$ cat src/rtl/load_alloc_agent.sv
module load_alloc_agent #(
  parameter int ADDR_W   = 4,
  parameter int SLOT_W   = 6,
  parameter int HOP_W    = 4,
  parameter int WT_W     = 3,
  parameter int NSRC     = 3,
  parameter int QDEPTH   = 4,
  parameter int INTERVAL = 64,
  parameter int WINDOW   = 10,
  parameter logic [NSRC*ADDR_W-1:0] SRC_ADDRS = {4'd3, 4'd7, 4'd12},
  parameter logic [NSRC*HOP_W-1:0]  SRC_HOPS  = {4'd1, 4'd2, 4'd5}
) (
  input  logic              clk,
  input  logic              rst_n,
  input  logic              ctl_in_valid,
  input  logic [ADDR_W-1:0] ctl_in_addr,
  input  logic [SLOT_W-1:0] ctl_in_slots,
  input  logic [HOP_W-1:0]  ctl_in_hops,
  input  logic [WT_W-1:0]   wt_l,
  input  logic [WT_W-1:0]   wt_k,
  input  logic [SLOT_W-1:0] local_slots,
  output logic              ctl_out_valid,
  output logic [ADDR_W-1:0] ctl_out_addr,
  output logic [SLOT_W-1:0] ctl_out_slots,
  output logic [HOP_W-1:0]  ctl_out_hops,
  output logic [ADDR_W-1:0] dest_addr,
  output logic              dest_valid
);
  localparam int MAXSH = (1 << WT_W) - 1;
  localparam int SPAN  = (SLOT_W > HOP_W) ? SLOT_W : HOP_W;
  localparam int FW    = SPAN + MAXSH + 2;
  localparam int E_W   = ADDR_W + SLOT_W + HOP_W;
  localparam int T_W   = (INTERVAL > 1) ? $clog2(INTERVAL) : 1;
  localparam int W_W   = (WINDOW > 1) ? $clog2(WINDOW) : 1;
  localparam int QI_W  = (QDEPTH > 1) ? $clog2(QDEPTH) : 1;
  localparam int QC_W  = $clog2(QDEPTH + 1);
  localparam int B_W   = $clog2(NSRC + 1);
  localparam logic [T_W-1:0]  TLAST = T_W'(INTERVAL - 1);
  localparam logic [W_W-1:0]  WLAST = W_W'(WINDOW - 1);
  localparam logic [QI_W-1:0] QLAST = QI_W'(QDEPTH - 1);
  localparam logic [QC_W-1:0] QFULL = QC_W'(QDEPTH);
  localparam logic [B_W-1:0]  BEND  = B_W'(NSRC);

  typedef enum logic [1:0] {ST_IDLE, ST_COLLECT, ST_SEARCH, ST_HOLD} phase_t;

  phase_t            st;
  logic [T_W-1:0]    tcnt;
  logic [W_W-1:0]    timer;
  logic [B_W-1:0]    bidx;
  logic [E_W-1:0]    q_mem [QDEPTH];
  logic [QI_W-1:0]   wp, rp;
  logic [QC_W-1:0]   qcount;
  logic signed [FW-1:0] best_fit;
  logic [ADDR_W-1:0] best_addr;
  logic              have_best;
  logic [ADDR_W-1:0] pend_addr;
  logic              pend_valid;

  wire tick = (tcnt == TLAST);

  wire open_ok = (st == ST_IDLE) || (st == ST_COLLECT && timer != '0);
  wire push = ctl_in_valid && !tick && open_ok && (qcount < QFULL);
  wire pop  = !tick && (st == ST_SEARCH) && (qcount != '0);

  wire [E_W-1:0]    head    = q_mem[rp];
  wire [ADDR_W-1:0] h_addr  = head[E_W-1 -: ADDR_W];
  wire [SLOT_W-1:0] h_slots = head[HOP_W +: SLOT_W];
  wire [HOP_W-1:0]  h_hops  = head[HOP_W-1:0];

  logic signed [FW-1:0] s_term, h_term, cur_fit;
  assign s_term  = $signed({{(FW-SLOT_W){1'b0}}, h_slots}) <<< wt_l;
  assign h_term  = $signed({{(FW-HOP_W){1'b0}}, h_hops}) <<< wt_k;
  assign cur_fit = s_term - h_term;

  wire better = !have_best || (cur_fit > best_fit);

  always_ff @(posedge clk) begin
    if (!rst_n) tcnt <= '0;
    else        tcnt <= tick ? '0 : tcnt + 1'b1;
  end

  always_ff @(posedge clk) begin
    if (!rst_n)              bidx <= BEND;
    else if (tick)           bidx <= '0;
    else if (bidx < BEND)    bidx <= bidx + 1'b1;
  end

  wire [B_W-1:0] bsel = (bidx < BEND) ? bidx : '0;
  assign ctl_out_valid = (bidx < BEND);
  assign ctl_out_addr  = SRC_ADDRS[bsel*ADDR_W +: ADDR_W];
  assign ctl_out_hops  = SRC_HOPS[bsel*HOP_W +: HOP_W];
  assign ctl_out_slots = local_slots;

  always_ff @(posedge clk) begin
    if (push) q_mem[wp] <= {ctl_in_addr, ctl_in_slots, ctl_in_hops};
  end

  always_ff @(posedge clk) begin
    if (!rst_n || tick) begin
      wp <= '0;
      rp <= '0;
      qcount <= '0;
    end else begin
      if (push) begin
        wp <= (wp == QLAST) ? '0 : wp + 1'b1;
        qcount <= qcount + 1'b1;
      end
      if (pop) begin
        rp <= (rp == QLAST) ? '0 : rp + 1'b1;
        qcount <= qcount - 1'b1;
      end
    end
  end

  always_ff @(posedge clk) begin
    if (!rst_n) begin
      st <= ST_IDLE;
      timer <= '0;
      have_best <= 1'b0;
      best_fit <= '0;
      best_addr <= '0;
      pend_addr <= '0;
      pend_valid <= 1'b0;
      dest_addr <= '0;
      dest_valid <= 1'b0;
    end else if (tick) begin
      st <= ST_IDLE;
      have_best <= 1'b0;
      pend_valid <= 1'b0;
      if (pend_valid) begin
        dest_addr <= pend_addr;
        dest_valid <= 1'b1;
      end
    end else begin
      case (st)
        ST_IDLE: if (ctl_in_valid) begin
          timer <= WLAST;
          st <= ST_COLLECT;
        end
        ST_COLLECT: begin
          if (timer != '0) timer <= timer - 1'b1;
          else             st <= ST_SEARCH;
        end
        ST_SEARCH: begin
          if (pop) begin
            have_best <= 1'b1;
            if (better) begin
              best_fit <= cur_fit;
              best_addr <= h_addr;
            end
          end else begin
            pend_addr <= best_addr;
            pend_valid <= have_best;
            st <= ST_HOLD;
          end
        end
        default: ;
      endcase
    end
  end


  dest_hold_chk: assert property (@(posedge clk) disable iff (!rst_n)
    !tick |=> ($stable(dest_addr) && $stable(dest_valid)));


  dest_keep_chk: assert property (@(posedge clk) disable iff (!rst_n)
    dest_valid |=> dest_valid);


  no_overflow_chk: assert property (@(posedge clk) disable iff (!rst_n)
    qcount <= QFULL);


  best_max_chk: assert property (@(posedge clk) disable iff (!rst_n)
    pop |=> (best_fit >= $past(cur_fit)));


  tie_keep_chk: assert property (@(posedge clk) disable iff (!rst_n)
    (pop && have_best && cur_fit == best_fit) |=> $stable(best_addr));


  tick_drop_chk: assert property (@(posedge clk) disable iff (!rst_n)
    tick |=> (qcount == '0 && st == ST_IDLE));


  bcast_start_chk: assert property (@(posedge clk) disable iff (!rst_n)
    tick |=> ctl_out_valid);
endmodule

$ cat config.mk
export PLATFORM = sky130hd
export DESIGN_NAME = load_alloc_agent
export DESIGN_NICKNAME = d
export VERILOG_FILES = /design/src/rtl/load_alloc_agent.sv
export SDC_FILE = /design/constraint.sdc
export NUM_CORES = 1
export LEC_CHECK = 0
export BUFFER_PORTS_ARGS = -buffer_cell sky130_fd_sc_hd__buf_2
export CORE_UTILIZATION = 54
export CTS_BUF_LIST = sky130_fd_sc_hd__clkbuf_8 sky130_fd_sc_hd__clkbuf_16
export DETAILED_ROUTE_END_ITERATION = 8
export PLACE_DENSITY = 0.85
export SYNTH_ARGS = -nofsm -noshare
export SYNTH_HDL_FRONTEND = slang
export SYNTH_SLANG_ARGS = --single-unit
$ cat constraint.sdc
create_clock -name clk -period 4.87 [get_ports clk]
set_input_delay 0.7305 -clock clk [delete_from_list [all_inputs] [get_ports clk]]
set_output_delay 0.7305 -clock clk [all_outputs]
set_load 0.1 [all_outputs]
Word level (Yosys, flattened, before mapping) --
Memories as Yosys holds them, arrays and structs flattened. A register that Yosys moved wholly into a read port is not among the register bits. Cells that the tools add are included. Widths: inputs -> output; s select.
Cells by class: add/subtract/negate cells 8, $lt $le $gt $ge 3, equal/unequal tests 9, shift operators 4, mux-type cells 18, bitwise gates (word level) 3, reductions and logical operators 27
Operator list (count):
- $shiftx 12x5->4 const A | 2
- $mux 2 | 10
- $gt 15x15->1 | 1
- $sshl 5x3->15 | 1
- $sshl 7x3->15 | 1
- $sub 15x15->15 | 1
- $reduce_and 4->1 | 3
- $mux 4 | 2
- $pmux 4 s2 | 1
- $add 2x1->2 const B | 3
- $add 6x1->6 const B | 1
- $eq 2x2->1 const B | 3
- $eq 6x6->1 const B | 1
- $logic_and 1x1->1 | 6
- $mux 3 | 2
- $ne 2x2->1 const B | 3
- $pmux 2 s3 | 1
- $reduce_and 2->1 | 3
- $reduce_bool 2->1 | 3
- $reduce_bool 3->1 | 2
- $reduce_bool 4->1 | 1
- $sub 4x1->4 const B | 1
- $add 3x1->3 const B | 1
- $logic_not 1->1 | 3
- 11 further kinds | 16
Word-level totals: bits in registers 51, memory bits (writable) 56, input port bits 29, output and inout bits 20, logic and storage cells 87, memories kept 1
Memories:
- q_mem | words 4, width 14, rd ports 1, clocked after memory_dff 1, wr ports 1, RTL line 50 | logic [E_W-1:0] q_mem [QDEPTH];

Depth between registers and ports, before layout --
Gate-level depths: netlist of the first run.
depth in word-level cells 7, depth in mapped cells 23, gate-level depth less buffers 19

Worst setup path before layout of the first run --
No wires, ideal clock.
path kind register -> register, start point register (tool-made name), end point register best_fit[0], library setup time 0.085 ns, arrival 4.704 ns, data required time 4.785 ns, setup slack 0.082 ns, cell stages (with the launch flop) 23, path buffers 4, clock period less this slack 4.788 ns, cells stage by stage dfxtp_1 buf_2 buf_6 mux4_2 mux2i_1 nand2_1 o21ai_0 o22ai_1 ha_1 a21o_1 or3_1 o22a_1 a211o_1 a21o_1 ha_1 a211oi_1 o21ai_0 a211o_1 o211ai_1 buf_2 buf_4 nand3_1 o31ai_2
RTL lines:
- end signal: assignment | RTL line 148 | best_fit <= cur_fit;
- end: declaration | RTL line 53 | logic signed [FW-1:0] best_fit;

==> summary.txt, run 1 <==
Timing
  – Maximum clock frequency: 0.2021 GHz
  – Max-slew violation count: 0
  – Fin. Hold Viols: 0
  – Slew of the pin with the lowest slew margin: 0.7513 ns
  – Number of setup violations in the final report: 10
  – Total negative slack for setup checks: -0.3145 ns
  – Fraction of the cycle the final worst path needs: 1.016
  – Final critical path time including I/O delays and setup: 4.948 ns
  – Final worst clock skew: 0.01466 ns
  – Max-slew headroom at the worst pin: 0.4992
  – Setup slack after layout: -0.07798 ns

Routing
  – Via Count: 4273
  – Routed len/inst: 16.91 um
  – Starting DRC count in detailed routing: between 300 and 400
  – First-pass iteration count of the detailed router: 5
  – DRC violation count after routing: 0
  – Post-Route WL: 12.30 mm
  – Final antenna-violating net count: 0
  – Post-detailed-route via-to-cell ratio: 5.878

Global route
  – Largest net degree at the start of global routing: 35
  – First-pass GRT wire length: 18.17 mm
  – Total routing usage reported by global routing: 0.2105
  – Initial antenna violation count: 0
  – Via count of the first global-routing pass: a little over 4000
  – Total congestion overflow: 0

Critical path
  – Critical Path Source Type: flop
  – Setup CP Type: flop to flop
  – Type of element capturing the critical path: flop
  – Crit path max fanout: 6
  – Reg2reg path depth: 20
  – Arrival @ worst endpoint: 5.24 ns
  – Worst flop-to-flop path endpoint: best_fit[12]
  – Flop-to-flop setup slack: -0.08 ns
  – Worst Setup EP: best_fit[12]
  – Critical path required time: around 5.2 ns

Die
  – Boundary Pins: 49
  – Number of cell rows: 37
  – Die X-Extent: 105.3 um
  – Standard cell core area: 10320 um^2
  – Initial standard-cell utilization of the core: 0.5584
  – Chip Height: 105.3 um
  – Die Outline Area: about 11000 um^2

Synth
  – Top cell types by occurrence after synthesis: 56 x sky130_fd_sc_hd__edfxtp_1, 53 x sky130_fd_sc_hd__dfxtp_1, 48 x sky130_fd_sc_hd__nor2_1
  – Async S/R FF share, synth: 0
  – Net Count, Synth: 620
  – Per-instance average area after synthesis: 10.56 um^2
  – Leading area contributor after synthesis: sky130_fd_sc_hd__edfxtp_1
  – Number of warnings printed during yosys synthesis: 0
  – Number of register bits inferred by synthesis: 109
  – Post-synthesis instance area: 5764 um^2
  – Number of enable flip-flop cells after synthesis: 56
  – Dominant cells by area after synthesis: sky130_fd_sc_hd__edfxtp_1 29%, sky130_fd_sc_hd__dfxtp_1 18%, sky130_fd_sc_hd__ha_1 9.3%, sky130_fd_sc_hd__mux4_2 5.5%, sky130_fd_sc_hd__nor2_1 3.1%
  – Proportion of synthesized chip area in sequential cells: 0.4758
  – Cell count after synthesis: 546
  – Yosys top cell area share: 0.2917
  – Cell with the most instances after synthesis: sky130_fd_sc_hd__edfxtp_1
  – Most frequently used flop master after synthesis: sky130_fd_sc_hd__edfxtp_1
  – Distinct cell type count of the synthesized netlist: 60

Pwr
  – Power after layout: around 3.1 mW
  – Power per unit of standard cell area: 480.2 nW/um^2
  – Static power due to leakage: 2.505 nW
  – Max IR drop VDD: 0.3089 mV

Clock tree
  – Count of hold buffers inserted by post-cts repair: 0
  – Clock tree from TritonCTS: built
  – Bufs on Longest Clock Path: 2
  – Clock latency of the later-clocked register in the worst-skew pair: 0.38 ns
  – H-tree depth reported by CTS: 3
  – Clock sinks: 109
  – Clock buffer count from CTS: 9
  – Clock slew at reported path FFs: 0.11 ns
  – Clock Root Buffer: sky130_fd_sc_hd__clkbuf_8

Placement
  – Number of input and output port buffers inserted: 35
  – Area after detailed placement: roughly 6000 um^2
  – Final Wtd Congestion: about 0.87
  – Worst slack at placement: -0.07237 ns
  – HPWL after DPL: 8.057 mm

Status
  – Status: complete, but fails checks
  – Violated checks: negative setup slack

Flow run
  – Total of max-cap violations: 0

Final layout
  – Layout net count: 660
  – Post-route cell area: around 6600 um^2
  – Layout cells sized above 1: 0.2200
  – Area delta synth->final: 13.63%
  – Final core utilization: 0.6345
  – ANT cells: 0

Hold path
  – Hold Crit Class: flop to flop
kinds of logic after synthesis:
kind of cell	synth area share
and+or+nand+nor	0.1372
DFF	0.4758
AOI/OAI and AO/OA	0.1098
buffers and inverters	0.06034
adders and majority gates	0.1003
muxes	0.09160
xor gates and xnor gates	0.02431
other	0.0006506
cells in the final DEF, fill, tap and decap left out, types with 4 or more instances in the layout:
cell                        instances
sky130_fd_sc_hd__dfxtp_1           52
sky130_fd_sc_hd__o21ai_0           12
sky130_fd_sc_hd__nand4_1            5
sky130_fd_sc_hd__a21oi_1           27
sky130_fd_sc_hd__xor2_1             5
sky130_fd_sc_hd__or3_1              4
sky130_fd_sc_hd__nand3_1           30
sky130_fd_sc_hd__mux4_2            14
sky130_fd_sc_hd__mux2i_1           11
sky130_fd_sc_hd__ha_1              41
sky130_fd_sc_hd__xnor2_1           11
sky130_fd_sc_hd__inv_1             43
sky130_fd_sc_hd__clkbuf_16          4
sky130_fd_sc_hd__and2_1             6
sky130_fd_sc_hd__mux2_2             5
sky130_fd_sc_hd__o21ai_1           14
sky130_fd_sc_hd__nand2b_1           8
sky130_fd_sc_hd__a211oi_1           6
sky130_fd_sc_hd__buf_4             15
sky130_fd_sc_hd__and3_1             4
sky130_fd_sc_hd__clkbuf_8           9
sky130_fd_sc_hd__edfxtp_1          56
sky130_fd_sc_hd__buf_2             35
sky130_fd_sc_hd__nor2_1            48
sky130_fd_sc_hd__nand2_1           40
sky130_fd_sc_hd__o21ai_2            5
how the worst min path moves through the flow:
stage	startpoint	slack (ns)	to	cells after the start
global route	tcnt[0]	0.48	tcnt[0]	1
global placement	tcnt[0]	0.43	tcnt[0]	1
detailed placement	tcnt[0]	0.44	tcnt[0]	1
finish	tcnt[0]	0.46	tcnt[0]	1
CTS	tcnt[0]	0.46	tcnt[0]	1
floorplan	tcnt[0]	0.42	tcnt[0]	1
report_power, final:
part	internal, mW	switching (mW)
registers	1.10	0.0647
logic	0.649	0.827
clock network	0.188	0.313
total	1.94	1.20
registers in the layout, summed over array words and instances, names as in the netlist, 2 cells and up, named ones only:
name       flops
bidx           2
dest_addr      4
best_addr      4
q_mem         56
st             2
best_fit      15
qcount         3
wp             2
rp             2
pend_addr      4
timer          4
tcnt           6
what timing repair did:
item                                    in CTS  in global routing
resized for setup                            4                 36
pin swaps                                    2                 18
endpoints found under the hold margin        0                  0
setup buffers                                1                  9
cloned                                       1                  4
endpoints found under the setup margin      10                 19
through the flow:
step	cells	hold slack, ns
3_5_place_dp	696	0.4435
4_1_cts	714	0.4611
5_1_grt	727	0.4833
3_3_place_gp	696	0.4304
2_1_floorplan	546	0.4179
6_report	727	0.4609
critical path, stage by stage, from the launching register on:
cell	delay (ns)
sky130_fd_sc_hd__dfxtp_4	0.39
sky130_fd_sc_hd__clkbuf_16	0.16
sky130_fd_sc_hd__mux4_2	0.52
sky130_fd_sc_hd__mux2_2	0.30
sky130_fd_sc_hd__a21oi_1	0.22
sky130_fd_sc_hd__mux2i_1	0.13
sky130_fd_sc_hd__ha_1	0.33
sky130_fd_sc_hd__a21oi_2	0.19
sky130_fd_sc_hd__nand2_1	0.10
sky130_fd_sc_hd__o21a_1	0.21
sky130_fd_sc_hd__a311o_1	0.34
sky130_fd_sc_hd__xor2_1	0.27
sky130_fd_sc_hd__ha_1	0.30
sky130_fd_sc_hd__o21ai_1	0.18
sky130_fd_sc_hd__a21oi_1	0.14
sky130_fd_sc_hd__a211o_1	0.31
sky130_fd_sc_hd__o211ai_1	0.21
sky130_fd_sc_hd__buf_6	0.20
sky130_fd_sc_hd__buf_8	0.13
sky130_fd_sc_hd__a211oi_2	0.04
sky130_fd_sc_hd__a211oi_1	0.20
layer usage:
layer / part of all wire / GRT usage / up-vias
li1: - / - / 2026
met1: 0.42 / 0.2542 / 2059
met2: 0.49 / 0.3600 / 153
met3: 0.053 / 0.04020 / 35
met4: 0.030 / 0.1046 / 0
met5: 0 / 0 / -
area by class of cell:
type | instances | area [um^2]
fill | 734 | 3774
clock inverter | 7 | 51.30
clock buffer | 9 | 123.9
multi-input combinational | 361 | 2796
tap | 136 | 170.2
timing repair buffer | 61 | 496.7
sequential | 109 | 2746
inverter | 44 | 165.2
Note: power is estimated with default switching activity, not from simulation.
==> run 2, diff against run 1 <==
--- a/config.mk
+++ b/config.mk
@@ -6,7 +6,9 @@
 export NUM_CORES = 1
 export LEC_CHECK = 0
 export BUFFER_PORTS_ARGS = -buffer_cell sky130_fd_sc_hd__buf_2
-export CORE_UTILIZATION = 54
+export CELL_PAD_IN_SITES_DETAIL_PLACEMENT = 1
+export CELL_PAD_IN_SITES_GLOBAL_PLACEMENT = 1
+export CORE_UTILIZATION = 43
 export CTS_BUF_LIST = sky130_fd_sc_hd__clkbuf_8 sky130_fd_sc_hd__clkbuf_16
 export DETAILED_ROUTE_END_ITERATION = 8
 export PLACE_DENSITY = 0.85
==> run 2 against run 1 <==
  * The run still ends with negative setup slack left
  * Wire length increased by 22%
  * Via count increased by 2.1%
  * Cell count increased by 6.2%
  * Sequential power about the same
  * Die area increased by 25%
  * Core utilization decreased by 11 points
  * Maximum frequency increased by 0.61%
  * Combinational power increased by 5%
  * Clock skew increased by 0.0015 ns
  * Largest cell class unchanged
  * Clock power increased by 49%
  * Hold slack got worse by 0.0036 ns
  * Total power increased by 11%
==> summary.txt, run 2 (synthesis gave the netlist of run 1 again) <==
Global route
  – Total congestion overflow: 0
  – First-pass GRT wire length: 23.66 mm
  – Largest net degree at the start of global routing: 35
  – Via count of the first global-routing pass: 4653
  – Total routing usage reported by global routing: 0.2201
  – Initial antenna violation count: 0

Timing
  – Number of setup violations in the final report: 11
  – RSZ-0062 raised after global routing: true
  – Final worst clock skew: 0.01620 ns
  – Final critical path time including I/O delays and setup: about 4.9 ns
  – Max-slew headroom at the worst pin: 0.4717
  – Fin. Hold Viols: 0
  – Setup slack after layout: -0.04782 ns
  – Maximum clock frequency: 0.2033 GHz
  – Total negative slack for setup checks: -0.2566 ns
  – Max-slew violation count: 0
  – Slew of the pin with the lowest slew margin: 0.7916 ns
  – Fraction of the cycle the final worst path needs: 1.010

Routing
  – Via Count: 4364
  – Post-detailed-route via-to-cell ratio: 5.653
  – Starting DRC count in detailed routing: ~200
  – Routed len/inst: between 15 and 20 um
  – Final antenna-violating net count: 0
  – Post-Route WL: about 15 mm
  – First-pass iteration count of the detailed router: 4
  – DRC violation count after routing: 0

Final layout
  – Most frequent cells in the layout: 56 x sky130_fd_sc_hd__edfxtp_1, 52 x sky130_fd_sc_hd__dfxtp_1, 46 x sky130_fd_sc_hd__nor2_1
  – Regs by FF count: q_mem: 56 flops, best_fit: 15 flops, tcnt: 6 flops
  – Filler Cell Count: 1403
  – Number of flip-flops under the largest register name: 56
  – Layout net count: 669
  – ANT cells: 0
  – Area delta synth->final: 17.54%
  – Multi-input gate area: 2841 um^2
  – Layout cells sized above 1: 0.2383
  – Post-route cell area: 6775 um^2
  – Top reg by flops: q_mem
  – Non-filler instance count after layout: a little under 800
  – Commonest non-fill, non-tap cell in the layout: sky130_fd_sc_hd__edfxtp_1
  – Reg area: 2746 um^2

Hold path
  – Hold Crit Class: flop to flop
  – Worst Hold Path Cells: 2
  – Worst hold path endpoint: dest_addr[1]
  – Worst Hold Launch: dest_addr[1]

Pwr
  – Power after layout: between 3 and 4 mW
  – Power per unit of standard cell area: 513.6 nW/um^2
  – Static power due to leakage: 2.607 nW
  – Max IR drop VDD: 0.3373 mV

Die
  – Die X-Extent: 117.8 um
  – Number of cell rows: 41
  – Die Outline Area: 13870 um^2
  – Standard cell core area: roughly 13000 um^2
  – Boundary Pins: around 50
  – Chip Height: 117.8 um
  – Initial standard-cell utilization of the core: 0.4495

Critical path
  – Crit path max fanout: 6
  – Type of element capturing the critical path: flop
  – Flop-to-flop setup slack: -0.05 ns
  – Critical Path Source Type: flop
  – Setup CP Type: flop to flop
  – Critical path required time: between 5 and 6 ns
  – Arrival @ worst endpoint: 5.13 ns
  – Reg2reg path depth: 22
  – Worst flop-to-flop path endpoint: best_fit[12]

Placement
  – Number of input and output port buffers inserted: 35
  – Area after detailed placement: a little over 6000 um^2
  – HPWL after DPL: between 9 and 10 mm
  – Number of instances in the placed design: 739
  – Final Wtd Congestion: slightly below 0.9

Flow run
  – Total of max-cap violations: 0

Clock tree
  – Bufs on Longest Clock Path: 2
  – Clock buffer count from CTS: 9
  – Clock Root Buffer: sky130_fd_sc_hd__clkbuf_16
  – H-tree depth reported by CTS: 3
  – Clock tree from TritonCTS: built
  – Clock latency of the later-clocked register in the worst-skew pair: about 0.36 ns
  – Clock slew at reported path FFs: 0.08 ns
  – Clock sinks: 109

Status
  – Status: complete, but fails checks
  – Violated checks: negative setup slack
==> run 2: changes by cell type in the layout (fill, tap and decap cells not counted), moves of 2 or more <==
cell                        change
sky130_fd_sc_hd__buf_4         +11
sky130_fd_sc_hd__mux2i_1        -2
sky130_fd_sc_hd__mux2_4         +2
sky130_fd_sc_hd__mux2_2         -2
sky130_fd_sc_hd__inv_1          +2
sky130_fd_sc_hd__o21ai_1        +2
sky130_fd_sc_hd__clkbuf_16      +6
sky130_fd_sc_hd__xor2_2         +2
sky130_fd_sc_hd__o21ai_2        -3
sky130_fd_sc_hd__clkbuf_8       -9
sky130_fd_sc_hd__xor2_1         -2
sky130_fd_sc_hd__nor2_1         -2
==> run 2: layout make-up <==
cell class | count | area share
inverters | 44 | 0.02438
flip-flops and latches | 109 | 0.4054
clock buffers | 9 | 0.03324
repair buffers | 70 | 0.07608
well taps | 172 | 0.03176
clock inverters | 7 | 0.009788
multi-input cells | 361 | 0.4194
==> run 2: worst max-delay path by stage <==
stage               depth (start not counted)  slack [ns]     from           end
floorplan                                  22        0.08     flop   best_fit[0]
global placement                           18        0.01  wt_l[0]   best_fit[8]
detailed placement                         20       -0.16     flop   best_fit[8]
CTS                                        23        0.01     flop   best_fit[8]
global route                               21       -0.18     flop  best_fit[11]
finish                                     22       -0.05     flop  best_fit[12]
==> run 2: per-stage QoR <==
stage          hold WS [ns]    util  worst slack [ns]
4_1_cts              0.4627  0.5121           0.01313
5_1_grt              0.4844  0.5283           -0.1759
3_3_place_gp         0.4292  0.4772           0.01132
6_report             0.4573  0.5283          -0.04782
2_1_floorplan        0.4179       -           0.08186
3_5_place_dp         0.4527  0.4772           -0.1617
==> run 2: timing repair <==
item / in CTS / in global routing
endpoints found under the setup margin: 19 / 19
pin swaps: 5 / 23
hold buffers: 0 / 0
resized for setup: 19 / 31
buffers inserted: 7 / 7
gates cloned: 2 / 1
==> run 2: per-layer routing <==
| metal | GRT usage | share of wire |
|---|---|---|
| met4 | 0.1050 | 0.041 |
| met3 | 0.05669 | 0.040 |
| met2 | 0.3893 | 0.52 |
| met1 | 0.2454 | 0.40 |
| met5 | 0 | 0 |
==> run 2: power breakdown <==
group | total [mW] | switching [mW] | internal, mW
combinational | 1.56 | 0.878 | 0.683
clock | 0.744 | 0.347 | 0.397
sequential | 1.18 | 0.0704 | 1.10
total | 3.48 | 1.30 | 2.18
==> run 2: worst max-delay path, stage by stage, from the launching register on <==
cell	delay, ns
sky130_fd_sc_hd__dfxtp_4	0.40
sky130_fd_sc_hd__buf_12	0.14
sky130_fd_sc_hd__mux4_2	0.53
sky130_fd_sc_hd__mux2_4	0.32
sky130_fd_sc_hd__a21oi_2	0.24
sky130_fd_sc_hd__mux2i_1	0.16
sky130_fd_sc_hd__ha_1	0.29
sky130_fd_sc_hd__or3_1	0.42
sky130_fd_sc_hd__o22a_1	0.25
sky130_fd_sc_hd__buf_4	0.18
sky130_fd_sc_hd__a211oi_4	0.23
sky130_fd_sc_hd__buf_6	0.15
sky130_fd_sc_hd__ha_1	0.28
sky130_fd_sc_hd__nand2_2	0.12
sky130_fd_sc_hd__nor3_2	0.05
sky130_fd_sc_hd__buf_4	0.13
sky130_fd_sc_hd__buf_4	0.13
sky130_fd_sc_hd__a21oi_2	0.10
sky130_fd_sc_hd__o211ai_1	0.11
sky130_fd_sc_hd__buf_4	0.17
sky130_fd_sc_hd__buf_6	0.13
sky130_fd_sc_hd__a211oi_2	0.18
sky130_fd_sc_hd__a211oi_2	0.05
==> run 3, diff against run 2 <==
--- a/config.mk
+++ b/config.mk
@@ -11,7 +11,7 @@
 export CORE_UTILIZATION = 43
 export CTS_BUF_LIST = sky130_fd_sc_hd__clkbuf_8 sky130_fd_sc_hd__clkbuf_16
 export DETAILED_ROUTE_END_ITERATION = 8
-export PLACE_DENSITY = 0.85
+export PLACE_DENSITY_LB_ADDON = 0.1
 export SYNTH_ARGS = -nofsm -noshare
 export SYNTH_HDL_FRONTEND = slang
 export SYNTH_SLANG_ARGS = --single-unit
==> run 3 against run 2 <==
  * The flow now finishes without violations
  * Clock skew is 0.0057 ns lower
  * Count of clock-buffer cells in the layout stayed put
  * Non-clock buffer count down 5
  * Core utilization down 0.54 points
  * Sequential cell count stayed put
  * Final area fell by 1.0%
  * Maximum frequency up 2.1%
==> summary.txt, run 3 (synthesis gave the netlist of run 1 again) <==
Final layout
  – Reg area: 2746 um^2
  – ANT cells: 0
  – Area delta synth->final: 16.34%
  – Filler Cell Count: 1400
  – Multi-input gate area: 2801 um^2
  – Layout net count: approximately 660
  – Commonest non-fill, non-tap cell in the layout: sky130_fd_sc_hd__edfxtp_1
  – Number of flip-flops under the largest register name: 56
  – Final core utilization: 0.5229
  – Layout cells sized above 1: 0.2235
  – Regs by FF count: q_mem: 56 flops, best_fit: 15 flops, tcnt: 6 flops
  – Most frequent cells in the layout: 56 x sky130_fd_sc_hd__edfxtp_1, 52 x sky130_fd_sc_hd__dfxtp_1, 48 x sky130_fd_sc_hd__nor2_1
  – Non-filler instance count after layout: 767
  – Top reg by flops: q_mem

Die
  – Number of cell rows: 41
  – Initial standard-cell utilization of the core: 0.4495
  – Standard cell core area: around 13000 um^2
  – Die X-Extent: about 120 um
  – Die Outline Area: 13870 um^2
  – Chip Height: about 120 um
  – Boundary Pins: 49

Critical path
  – Arrival @ worst endpoint: 5.03 ns
  – Critical-path cell list: clkbuf_16 -> mux4_2 -> inv_1 -> o21ai_0 -> o21ai_2 -> o22ai_2 -> ha_1 -> a21o_1 -> or3_1 -> o22a_1 -> buf_6 -> a211oi_4 -> a21o_1 -> ha_4 -> a211oi_2 -> o21ai_1 -> a211o_1 -> o211ai_1 -> buf_4 -> buf_6 -> clkbuf_16 -> a211oi_2
  – Critical path required time: 5.08 ns
  – Buffering stage count on the worst path with inverters included: 6
  – Critical Path Source Type: flop
  – Crit path max fanout: 5
  – Master of the slowest instance on the critical path: sky130_fd_sc_hd__mux4_2
  – Cell type group with the largest total delay on the critical path: compound AO/OA/AOI/OAI gates
  – Reg2reg path depth: 22
  – Type of element capturing the critical path: flop
  – Setup CP Type: flop to flop
  – Worst flop-to-flop path endpoint: best_fit[12]
  – Flop-to-flop setup slack: 0.05 ns
  – CP peak stage delay: 0.51 ns

Timing
  – Max-slew headroom at the worst pin: 0.4526
  – Number of setup violations in the final report: 0
  – RSZ-0062 raised after global routing: true
  – Fraction of the cycle the final worst path needs: 0.9895
  – Final worst clock skew: 0.01053 ns
  – Maximum clock frequency: 0.2075 GHz
  – Worst hold slack after final layout: 0.4517 ns
  – Setup slack after layout: slightly above 0.05 ns
  – Fin. Hold Viols: 0
  – Max-slew violation count: 0
  – Final critical path time including I/O delays and setup: 4.819 ns
  – Slew of the pin with the lowest slew margin: 0.8201 ns

Clock tree
  – Clock tree from TritonCTS: built
  – Count of hold buffers inserted by post-cts repair: 0
  – H-tree depth reported by CTS: 3
  – Clock buffer count from CTS: 9
  – Clock slew at reported path FFs: 0.08 ns
  – Clock Root Buffer: sky130_fd_sc_hd__clkbuf_16
  – Clock sinks: 109
  – Clock latency of the later-clocked register in the worst-skew pair: 0.35 ns
  – Bufs on Longest Clock Path: 2

Pwr
  – Reg power frac: 0.349
  – Clock network power share: 0.210
  – Switching power share of the total: 0.3637
  – Net load switching power: 1.217 mW
  – Power Internal: 2.129 mW
  – Share of total power in combinational logic: 0.441
  – Power per unit of standard cell area: 499.0 nW/um^2
  – Static power due to leakage: 2.571 nW
  – Power after layout: about 3.3 mW
  – Max IR drop VDD: 0.2706 mV

Placement
  – Number of input and output port buffers inserted: 35
  – HPWL after DPL: 9.266 mm
  – Number of instances in the placed design: 741
  – Final Wtd Congestion: 0.8119
  – Worst slack at placement: -0.1226 ns

Global route
  – Total routing usage reported by global routing: 0.1901
  – Via count of the first global-routing pass: 4223
  – Initial antenna violation count: 0
  – Largest net degree at the start of global routing: 35
  – First-pass GRT wire length: 20.80 mm
  – Total congestion overflow: 0

Status
  – Status: complete, no violations

Hold path
  – Worst hold path endpoint: tcnt[0]
  – Hold Crit Class: flop to flop
  – Worst Hold Path Cells: 1
  – Worst Hold Launch: tcnt[0]

Routing
  – Starting DRC count in detailed routing: 130
  – Via Count: a little over 4000
  – Post-detailed-route via-to-cell ratio: 5.361
  – Routed len/inst: 16.86 um
  – Final antenna-violating net count: 0
  – DRC violation count after routing: 0
  – First-pass iteration count of the detailed router: 4
  – Post-Route WL: 12.93 mm

Flow run
  – Total of max-cap violations: 0
## run 3: through the flow
stage	setup TNS, ns	instance area, um^2
after floorplan	0	5764
after global placement	0	6147
after detailed placement	-0.8743	6147
after CTS	0	6499
after global routing	-1.775	6706
final	0	6706
## run 3: what timing repair did
action	CTS	global route
endpoints found under the setup margin	19	19
pin swaps	3	11
cloned	1	3
resized for setup	10	28
buffers inserted	3	3
## run 3: how the worst max path moves through the flow
stage | startpoint | endpoint | cells after the start
floorplan | flop | best_fit[0] | 22
global placement | flop | best_fit[12] | 20
detailed placement | flop | best_fit[8] | 20
CTS | flop | best_fit[8] | 21
global route | flop | best_fit[8] | 22
finish | flop | best_fit[12] | 22
## run 3: layout make-up
cell class / count / share of cell area
clock buffer: 9 / 0.03358
clock inverter: 7 / 0.009142
inverter: 44 / 0.02463
multi-input combinational: 361 / 0.4177
sequential: 109 / 0.4095
tap: 172 / 0.03209
timing repair buffer: 65 / 0.07332
## run 3: worst register-to-register path, stage by stage (launching register included)
cell and delay [ns]:
sky130_fd_sc_hd__dfxtp_4 0.38, sky130_fd_sc_hd__clkbuf_16 0.16, sky130_fd_sc_hd__mux4_2 0.52, sky130_fd_sc_hd__inv_1 0.09
sky130_fd_sc_hd__o21ai_0 0.13, sky130_fd_sc_hd__o21ai_2 0.21, sky130_fd_sc_hd__o22ai_2 0.10, sky130_fd_sc_hd__ha_1 0.31
sky130_fd_sc_hd__a21o_1 0.19, sky130_fd_sc_hd__or3_1 0.30, sky130_fd_sc_hd__o22a_1 0.22, sky130_fd_sc_hd__buf_6 0.14
sky130_fd_sc_hd__a211oi_4 0.24, sky130_fd_sc_hd__a21o_1 0.16, sky130_fd_sc_hd__ha_4 0.22, sky130_fd_sc_hd__a211oi_2 0.18
sky130_fd_sc_hd__o21ai_1 0.10, sky130_fd_sc_hd__a211o_1 0.28, sky130_fd_sc_hd__o211ai_1 0.22, sky130_fd_sc_hd__buf_4 0.21
sky130_fd_sc_hd__buf_6 0.13, sky130_fd_sc_hd__clkbuf_16 0.14, sky130_fd_sc_hd__a211oi_2 0.06
## run 3: power groups by stage
stage	sequential, mW	clock (mW)	combinational [mW]
2_1_floorplan	1.16	0	0.958
3_3_place_gp	1.18	0	1.26
3_5_place_dp	1.19	0	1.32
4_1_cts	1.17	0.728	1.36
5_1_grt	1.18	0.758	1.64
6_report	1.17	0.704	1.48
## run 3: metal layers
metal,GRT usage,share of wire,vias up
met5,0,0,-
met2,0.3176,0.49,52
met4,0.07051,0.016,0
met1,0.2470,0.46,2021
li1,-,-,2027
met3,0.03198,0.028,12
